==> config.mk <==
export PLATFORM = sky130hd
export DESIGN_NAME = otc_dma
export DESIGN_NICKNAME = d
export VERILOG_FILES = /design/src/rtl/otc_pkg.sv /design/src/rtl/otc_regs.sv /design/src/rtl/otc_walker.sv /design/src/rtl/otc_fsm.sv /design/src/rtl/otc_dma.sv
export SDC_FILE = /design/constraint.sdc
export NUM_CORES = 1
export LEC_CHECK = 0
export BUFFER_PORTS_ARGS = -buffer_cell sky130_fd_sc_hd__buf_2
export CAP_MARGIN = 20
export CORE_ASPECT_RATIO = 1.1
export CORE_MARGIN = 1
export CORE_UTILIZATION = 40
export DETAILED_ROUTE_END_ITERATION = 10
export GPL_TIMING_DRIVEN = 0
export PLACE_DENSITY_LB_ADDON = 0.05
export SLEW_MARGIN = 30
export SYNTH_ARGS = -nofsm -noshare
export SYNTH_HDL_FRONTEND = slang
export SYNTH_SLANG_ARGS = --single-unit
export TNS_END_PERCENT = 1
==> constraint.sdc <==
create_clock -name clk -period 2.8 [get_ports clk]
set_input_delay 0.56 -clock clk [delete_from_list [all_inputs] [get_ports clk]]
set_output_delay 0.56 -clock clk [all_outputs]
set_load 0.02 [all_outputs]
==> src/rtl/otc_pkg.sv <==
package otc_pkg;

    typedef enum logic [1:0] {
        ST_IDLE,
        ST_LOAD,
        ST_WRITE,
        ST_DONE
    } otc_state_e;

    localparam logic [31:0] OTC_GO_WORD  = 32'h1100_0002;
    localparam int          OTC_BUSY_BIT = 24;

    localparam logic [1:0]  OFS_BASE  = 2'd0;
    localparam logic [1:0]  OFS_COUNT = 2'd1;
    localparam logic [1:0]  OFS_CTRL  = 2'd2;

endpackage

==> src/rtl/otc_regs.sv <==
module otc_regs
    import otc_pkg::*;
#(
    parameter int ADDR_W = 32,
    parameter int CNT_W  = 16
) (
    input  logic              clk,
    input  logic              rst_n,
    input  logic              reg_we,
    input  logic [1:0]        reg_addr,
    input  logic [31:0]       reg_wdata,
    input  logic              clear_busy,
    output logic [31:0]       reg_rdata,
    output logic [ADDR_W-1:0] base_q,
    output logic [CNT_W-1:0]  count_q,
    output logic              busy,
    output logic              kick_ok,
    output logic              kick_bad
);

    logic [31:0] ctrl_q;
    logic        wr_open;
    logic        ctrl_wr;

    assign busy     = ctrl_q[OTC_BUSY_BIT];
    assign wr_open  = reg_we && !busy;
    assign ctrl_wr  = wr_open && (reg_addr == OFS_CTRL);
    assign kick_ok  = ctrl_wr && (reg_wdata == OTC_GO_WORD);
    assign kick_bad = ctrl_wr && (reg_wdata != OTC_GO_WORD) && reg_wdata[OTC_BUSY_BIT];

    always_ff @(posedge clk) begin
        if (!rst_n) begin
            base_q  <= '0;
            count_q <= '0;
            ctrl_q  <= '0;
        end else begin
            if (wr_open && reg_addr == OFS_BASE) begin
                base_q <= reg_wdata[ADDR_W-1:0];
            end
            if (wr_open && reg_addr == OFS_COUNT) begin
                count_q <= reg_wdata[CNT_W-1:0];
            end
            if (ctrl_wr) begin
                ctrl_q <= reg_wdata;
            end else if (clear_busy) begin
                ctrl_q[OTC_BUSY_BIT] <= 1'b0;
            end
        end
    end

    always_comb begin
        reg_rdata = '0;
        unique case (reg_addr)
            OFS_BASE:  reg_rdata[ADDR_W-1:0] = base_q;
            OFS_COUNT: reg_rdata[CNT_W-1:0]  = count_q;
            OFS_CTRL:  reg_rdata             = ctrl_q;
            default:   reg_rdata             = '0;
        endcase
    end

    // register contents frozen while a walk is in flight
    a_r10_locked: assert property (@(posedge clk) disable iff (!rst_n)
        (busy && reg_we) |=> ($stable(base_q) && $stable(count_q)));

endmodule

==> src/rtl/otc_walker.sv <==
module otc_walker #(
    parameter int ADDR_W = 32,
    parameter int CNT_W  = 16,
    parameter int LINK_W = 24
) (
    input  logic              clk,
    input  logic              rst_n,
    input  logic              load,
    input  logic              step,
    input  logic [ADDR_W-1:0] base_q,
    input  logic [CNT_W-1:0]  count_q,
    output logic              last,
    output logic [ADDR_W-1:0] mem_addr,
    output logic [31:0]       mem_data
);

    localparam logic [ADDR_W-1:0] STRIDE = ADDR_W'(4);
    localparam logic [LINK_W-1:0] LSTEP  = LINK_W'(4);
    localparam logic [31:0]       TERM   = 32'((64'd1 << LINK_W) - 64'd1);

    logic [ADDR_W-1:0] cur_q;
    logic [CNT_W-1:0]  left_q;
    logic [LINK_W-1:0] link_low;

    always_ff @(posedge clk) begin
        if (!rst_n) begin
            cur_q  <= '0;
            left_q <= '0;
        end else if (load) begin
            cur_q  <= base_q;
            left_q <= (count_q == '0) ? CNT_W'(1) : count_q;
        end else if (step) begin
            cur_q  <= cur_q - STRIDE;
            left_q <= left_q - CNT_W'(1);
        end
    end

    assign last     = (left_q == CNT_W'(1));
    assign link_low = cur_q[LINK_W-1:0] - LSTEP;
    assign mem_addr = cur_q;

    always_comb begin
        mem_data = '0;
        if (last) begin
            mem_data = TERM;
        end else begin
            mem_data[LINK_W-1:0] = link_low;
        end
    end

endmodule

==> src/rtl/otc_fsm.sv <==
module otc_fsm
    import otc_pkg::*;
(
    input  logic clk,
    input  logic rst_n,
    input  logic kick_ok,
    input  logic kick_bad,
    input  logic mem_ready,
    input  logic last,
    output logic load,
    output logic step,
    output logic mem_valid,
    output logic irq,
    output logic clear_busy
);

    otc_state_e state_q, state_d;
    logic       accept;

    always_ff @(posedge clk) begin
        if (!rst_n) begin
            state_q <= ST_IDLE;
        end else begin
            state_q <= state_d;
        end
    end

    assign accept = (state_q == ST_WRITE) && mem_ready;

    always_comb begin
        state_d = state_q;
        unique case (state_q)
            ST_IDLE: begin
                if (kick_ok) begin
                    state_d = ST_LOAD;
                end else if (kick_bad) begin
                    state_d = ST_DONE;
                end
            end
            ST_LOAD:  state_d = ST_WRITE;
            ST_WRITE: begin
                if (accept && last) begin
                    state_d = ST_DONE;
                end
            end
            ST_DONE:  state_d = ST_IDLE;
            default:  state_d = ST_IDLE;
        endcase
    end

    always_comb begin
        load       = 1'b0;
        step       = 1'b0;
        mem_valid  = 1'b0;
        irq        = 1'b0;
        clear_busy = 1'b0;
        unique case (state_q)
            ST_IDLE:  ;
            ST_LOAD:  load = 1'b1;
            ST_WRITE: begin
                mem_valid = 1'b1;
                step      = accept && !last;
            end
            ST_DONE: begin
                irq        = 1'b1;
                clear_busy = 1'b1;
            end
            default: ;
        endcase
    end

    // completion pulse follows the final accepted write
    a_r7_irq_after_final: assert property (@(posedge clk) disable iff (!rst_n)
        (accept && last) |=> irq);

    // the pulse lasts one cycle
    a_r7_irq_single: assert property (@(posedge clk) disable iff (!rst_n)
        irq |=> !irq);

    // a start code leads to a write request two cycles later
    a_r1_start_path: assert property (@(posedge clk) disable iff (!rst_n)
        (state_q == ST_IDLE && kick_ok) |=> !mem_valid ##1 mem_valid);

endmodule

==> src/rtl/otc_dma.sv <==
module otc_dma #(
    parameter int ADDR_W = 32,
    parameter int CNT_W  = 16,
    parameter int LINK_W = 24
) (
    input  logic              clk,
    input  logic              rst_n,
    input  logic              reg_we,
    input  logic [1:0]        reg_addr,
    input  logic [31:0]       reg_wdata,
    output logic [31:0]       reg_rdata,
    output logic              mem_valid,
    input  logic              mem_ready,
    output logic [ADDR_W-1:0] mem_addr,
    output logic [31:0]       mem_data,
    output logic              irq
);

    localparam logic [31:0] TERM_W = 32'((64'd1 << LINK_W) - 64'd1);

    logic [ADDR_W-1:0] base_q;
    logic [CNT_W-1:0]  count_q;
    logic              busy;
    logic              kick_ok;
    logic              kick_bad;
    logic              clear_busy;
    logic              load;
    logic              step;
    logic              last;

    otc_regs #(.ADDR_W(ADDR_W), .CNT_W(CNT_W)) u_regs (
        .clk        (clk),
        .rst_n      (rst_n),
        .reg_we     (reg_we),
        .reg_addr   (reg_addr),
        .reg_wdata  (reg_wdata),
        .clear_busy (clear_busy),
        .reg_rdata  (reg_rdata),
        .base_q     (base_q),
        .count_q    (count_q),
        .busy       (busy),
        .kick_ok    (kick_ok),
        .kick_bad   (kick_bad)
    );

    otc_fsm u_fsm (
        .clk        (clk),
        .rst_n      (rst_n),
        .kick_ok    (kick_ok),
        .kick_bad   (kick_bad),
        .mem_ready  (mem_ready),
        .last       (last),
        .load       (load),
        .step       (step),
        .mem_valid  (mem_valid),
        .irq        (irq),
        .clear_busy (clear_busy)
    );

    otc_walker #(.ADDR_W(ADDR_W), .CNT_W(CNT_W), .LINK_W(LINK_W)) u_walker (
        .clk      (clk),
        .rst_n    (rst_n),
        .load     (load),
        .step     (step),
        .base_q   (base_q),
        .count_q  (count_q),
        .last     (last),
        .mem_addr (mem_addr),
        .mem_data (mem_data)
    );

    // a stalled request is held unchanged
    a_r6_hold: assert property (@(posedge clk) disable iff (!rst_n)
        (mem_valid && !mem_ready) |=>
            (mem_valid && $stable(mem_addr) && $stable(mem_data)));

    // an accepted link word is followed by the word 4 bytes lower
    a_r2_descend: assert property (@(posedge clk) disable iff (!rst_n)
        (mem_valid && mem_ready && mem_data != TERM_W) |=>
            (mem_valid && mem_addr == $past(mem_addr) - ADDR_W'(4)));

    // no request is raised while completion is signalled
    a_r8_quiet_irq: assert property (@(posedge clk) disable iff (!rst_n)
        irq |-> !mem_valid);

    // busy is set whenever a write request is raised
    a_r1_busy_during_walk: assert property (@(posedge clk) disable iff (!rst_n)
        mem_valid |-> busy);

endmodule

[Yosys cells after proc, flatten, opt, wreduce, memory -nomap -nowiden]
Cells that the tools add are included.
Operators by class
  add/subtract/negate cells: 3
  multipliers: 0
  reductions and logical operators: 18
  eq/ne operators: 10
  shifts and indexed selects: 0
  mux-type cells: 18
  bitwise logic cells: 0
  order comparisons: 0
  div/mod/pow operators: 0
Operators with widths (number)
  $mux W32: 2
  $mux W16: 3
  $pmux W16 S3: 1
  $eq A32 B29 Y1 const B: 1
  $ne A32 B29 Y1 const B: 1
  $pmux W16 S2: 1
  $sub A32 B3 Y32 const B: 1
  $mux W24: 1
  $sub A24 B3 Y24 const B: 1
  $eq A16 B1 Y1 const B: 1
  $logic_not A16 Y1: 1
  $sub A16 B1 Y16 const B: 1
  $logic_and A1 B1 Y1: 10
  $pmux W2 S4: 1
  $eq A2 B2 Y1 const B: 3
  $mux W1: 6
  $mux W2: 3
  $eq A2 B1 Y1 const B: 2
  $logic_not A2 Y1: 2
  $reduce_bool A2 Y1: 2
  $ne A3 B3 Y1 const B: 1
  $logic_not A1 Y1: 2
  $ne A2 B2 Y1 const B: 1
  $reduce_and A2 Y1: 1
Storage, ports and cells
  register bits after elaboration: 130
  logic and storage cells: 56
  memories kept: 0
  bits in latches: 0
  ROM bits: 0
  output and inout bits: 98
  bits in writable memories: 0
  input bits: 38

[Logic depth before layout (Yosys ltp)]
  depth after elaboration: 8
  depth in mapped cells: 9
  gate-level depth less buffers: 7

[Hierarchy]
From an unflattened synthesis, not the netlist that was laid out.
Second synthesis, totals
  cell total of the unflattened synthesis: 901
  area, all modules: 7126.8 um^2
By module, submodules not included
  otc_regs: cells an instance 456, seq. area each 1601.5 um^2, times used 1, area an instance 3716.1 um^2
  otc_walker: cells an instance 422, seq. area each 960.9 um^2, times used 1, area an instance 3215.6 um^2
  otc_fsm: cells an instance 23, seq. area each 40.0 um^2, times used 1, area an instance 195.2 um^2

[Worst setup path before layout]
No wires, ideal clock.
  path kind: flip-flop to output port
  start point: reg u_walker.left_q[1]
  end point: out mem_data[0]
  setup slack: 0.202 ns
  arrival: 2.038 ns
  cell stages (with the launch flop): 8
  required time: 2.240 ns
  path buffers: 2
  path through: dfxtp_1 -> inv_1 -> ha_1 -> or4b_1 -> or4_4 -> buf_6 -> buf_4 -> nand2b_1
Between the ends
  cells in the longest elaborated chain, start to end: 2
Ends and longest elaborated chain
  from (decl): RTL line otc_walker.sv:22  | logic [CNT_W-1:0] left_q;
  from (signal assigned): RTL line otc_walker.sv:31  | left_q <= (count_q == '0) ? CNT_W'(1) : count_q;
  from (signal assigned): RTL line otc_walker.sv:34  | left_q <= left_q - CNT_W'(1);
  $eq A16 B1 Y1: RTL line otc_walker.sv:38  | assign last = (left_q == CNT_W'(1));
  $mux W24: RTL line otc_walker.sv:44  | if (last) begin
  to (decl): RTL line otc_dma.sv:15  | output logic [31:0] mem_data,
Every way passes these cells.

[Worst setup path in the final report]
  start point: reg u_walker.left_q[1]
  end point: out mem_data[2]
The elaborated chain is that of the path after synthesis.

==> impl_metrics.csv <==
group,metric,value,unit
logic_synthesis,synth_cell_types,55,
cells_and_area,fin_nets,1105,
status,outcome,"finished, violations left",
clock_tree,clk_path_buf_depth,2,
floorplanning,die-area,17400,sq um
critical_path,crit_start,"u_walker.left_q[1]$_SDFFE_PN0P_",
power,powerDensity,1290,nW/um^2
floorplanning,num_io_pins,136,
critical_path,cp_slowest_cell,"or4_4",
logic_synthesis,ys_seq_area_frac,0.385,
timing,fmax,0.347,GHz
timing,clock_skew,0.00964,ns
grt,grt_overflow,0,
floorplanning,die_w,126,um
logic_synthesis,synth.area.top_cells,"dfxtp_1 38%, nand2_1 12%, a21oi_1 7.9%",
logic_synthesis,synthTopCellsByCount,"213 x nand2_1, 130 x dfxtp_1, 107 x a21oi_1, 64 x o21ai_0, 58 x clkbuf_1",
status,failed_checks,"negative setup slack",
routing,drcViolationCount,0,
place,dp_hpwl,17100,um
clock_tree,cts_hold_buf,0,
power,p_leak,3.49,nW
cells_and_area,fillers,1646,
critical_path,r2r_slack,0.16,ns
grt,grt_max_degree,19,
grt,track_usage,0.266,
logic_synthesis,ys_ff_latch,130,
logic_synthesis,yosysTopAreaCellShare,0.385,
logic_synthesis,ys_warn_count,0,
logic_synthesis,async_reset_ff_frac,0,
critical_path,crit_fanout,6,
timing,period_share,1.03,
logic_synthesis,synth_edf_count,0,
grt,antenna_found_initial,0,
timing,hold_viol_final,0,
routing,avgViaCountPerCell,5.43,
place,port_buffers,126,
critical_path,cpPeakStageDelay,0.56,ns
timing,final_max_slew_viol_count,0,
cells_and_area,finalNonFillerCells,1273,
critical_path,crit_chain,"inv_2 -> ha_1 -> or4b_4 -> or4_4 -> buf_12 -> nand2_2 -> buf_6",
timing,rsz0062_at_grt,"true",
clock_tree,cts_root_buf,"clkbuf_16",
routing,wirelength,22900,um
cells_and_area,drive_gt1_frac,0.211,
cells_and_area,syn2layout_area_growth,28.2,%
floorplanning,fp-row-count,49,
grt,first_global_vias,6462,
critical_path,crit_family,"simple AND/OR/NAND/NOR gates",
timing,max_slew_margin,0.408,
timing,setup_viol,20,
worst_hold_path,hold_path_class,"input pin to register",
timing,fin_ws,-0.0844,ns
critical_path,rr_startpoint,"u_walker.left_q[1]$_SDFFE_PN0P_",
timing,tightest_slew,0.886,ns
clock_tree,cts_buffers,17,
critical_path,crit_arrival,2.32,ns
routing,dr.pass1.iters,5,
clock_tree,cts_tree,"yes",
cells_and_area,postLayoutCoreUtil,0.528,
floorplanning,core_area,16400,sq um
cells_and_area,antenna_cells,0,
worst_hold_path,worstHoldStart,"reg_wdata[25]",
logic_synthesis,avgSynthCellArea,7.58,sq um
power,finalPower,11.2,mW
critical_path,crit_buf_inv,3,
logic_synthesis,syn_inst,893,
place,dp.cells,1230,
place,place.gp.congestion,0.845,
clock_tree,insertion_delay,0.42,ns
logic_synthesis,synth_top_area_cell,"dfxtp_1",
routing,drt_iter0_markers,383,
clock_tree,htreeDepth,4,
clock_tree,clk_pin_slew,0.06,ns
critical_path,critPathKind,"register to output pin",
critical_path,cp_data_required_time,2.24,ns
power,irDropWorstVdd,0.000935,V
floorplanning,die_y,138,um
routing,drtAntennaViolNets,0,
grt,grt_pass1_wl,35800,um
timing,period_minus_slack,2.88,ns
critical_path,endpoint_kind,"output pin",
critical_path,critPathLaunchType,"register",
routing,wl_per_cell,18.0,um
timing,timing.hold.ws,0.395,ns
floorplanning,start_util,0.412,
clock_tree,clock-sinks,130,
logic_synthesis,synth_most_common_cell,"nand2_1",
routing,via_count,6908,
logic_synthesis,synthFlopType,"dfxtp_1",
logic_synthesis,synth_area,6770,sq um
run,cap_violations,0,
-- cells by family (layout without fill, tap and decap cells) --
kind of cell    after synthesis  count (layout)  synth area share
fa+ha+maj                     8               8            0.0148
buf+inv                      84             252            0.0536
other cells                   1               8          0.000554
simple gates                393             394             0.279
flops                       130             130             0.385
mux                          35              35            0.0518
compound gates              201             201             0.163
xor+xnor                     41              41            0.0531
-- layer usage --
metal  up-vias  routed length (um)  GRT usage
met3        32                1090     0.0391
met1      3213               10600      0.362
met2       232               10800      0.430
li1       3431                   -          -
met4         0                 357     0.0843
met5         -                   0          0
-- state kept, by name (all words and copies together), names as in the netlist --
register and cells:
u_walker.left_q 16, u_regs.ctrl_q 32, u_regs.base_q 32, u_fsm.state_q 2
u_regs.count_q 16, u_walker.mem_addr 32
-- worst reg2reg max path, cell delays in order (launching register included) --
cell,delay (ns)
dfxtp_2,0.33
inv_2,0.06
ha_1,0.13
or4b_4,0.46
buf_4,0.15
buf_4,0.13
nor4_4,0.36
buf_2,0.31
nor2_2,0.16
and4_1,0.26
a211oi_1,0.19
-- report_power, final --
| part | total, mW | switching, mW | leakage [nW] | internal [mW] |
|---|---|---|---|---|
| clock network | 2.24 | 0.803 | 0.294 | 1.43 |
| logic | 6.36 | 3.58 | 2.14 | 2.79 |
| registers | 2.58 | 0.417 | 1.06 | 2.16 |
| total | 11.2 | 4.80 | 3.49 | 6.38 |
-- worst paths after layout --
| check | end | cells after the start |
|---|---|---|
| setup / recovery | mem_data[2] | 7 |
| hold / removal | u_regs.base_q[25]$_SDFFE_PN0P_ | 3 |
| setup reg to reg | u_walker.mem_addr[17]$_SDFFE_PN0P_ | 10 |
| hold reg to reg | u_regs.ctrl_q[27]$_SDFFE_PN0N_ | 2 |
-- what timing repair did --
action,CTS,global route
setup buffers,7,8
gates cloned,0,2
pin swaps,3,1
setup endpoints to repair,47,34
hold endpoints to repair,0,0
gates resized for setup,51,39
-- stage by stage --
step / setup WS, ns / setup TNS [ns] / cell area [sq um]
finish: -0.0844 / -0.755 / 8670
global route: -0.131 / -2.69 / 8670
CTS: -0.115 / -0.986 / 8450
detailed placement: -0.223 / -2.82 / 7680
global placement: -0.225 / -2.95 / 7680
floorplan: 0.202 / 0 / 6790
-- final cells by class --
| type | count | area (sq um) | share of cell area |
|---|---|---|---|
| plain buffers | 71 | 337 | 0.0388 |
| clock buffers | 24 | 512 | 0.0590 |
| clock inverters | 5 | 75.1 | 0.00866 |
| inverters | 10 | 37.5 | 0.00433 |
| multi-input cells | 687 | 3930 | 0.453 |
| flip-flops and latches | 130 | 2610 | 0.301 |
| well taps | 204 | 255 | 0.0294 |
| repair buffers | 142 | 916 | 0.106 |
-- placed cells by master, fill, tap and decap left out, drive strengths merged, types with 5 or more instances in the layout --
master	count
or3	13
nor4	35
a211oi	7
nor3	24
xnor2	34
a21oi	107
nor2	45
ha	8
buf	155
nand3	16
dfxtp	130
nor4b	5
nand4	5
nand3b	6
nand2	213
o21ai	65
mux2i	35
inv	10
a31oi	8
nand2b	5
clkbuf	82
conb	8
or4	8
xor2	7
Power figures use the tool's default switching activity.
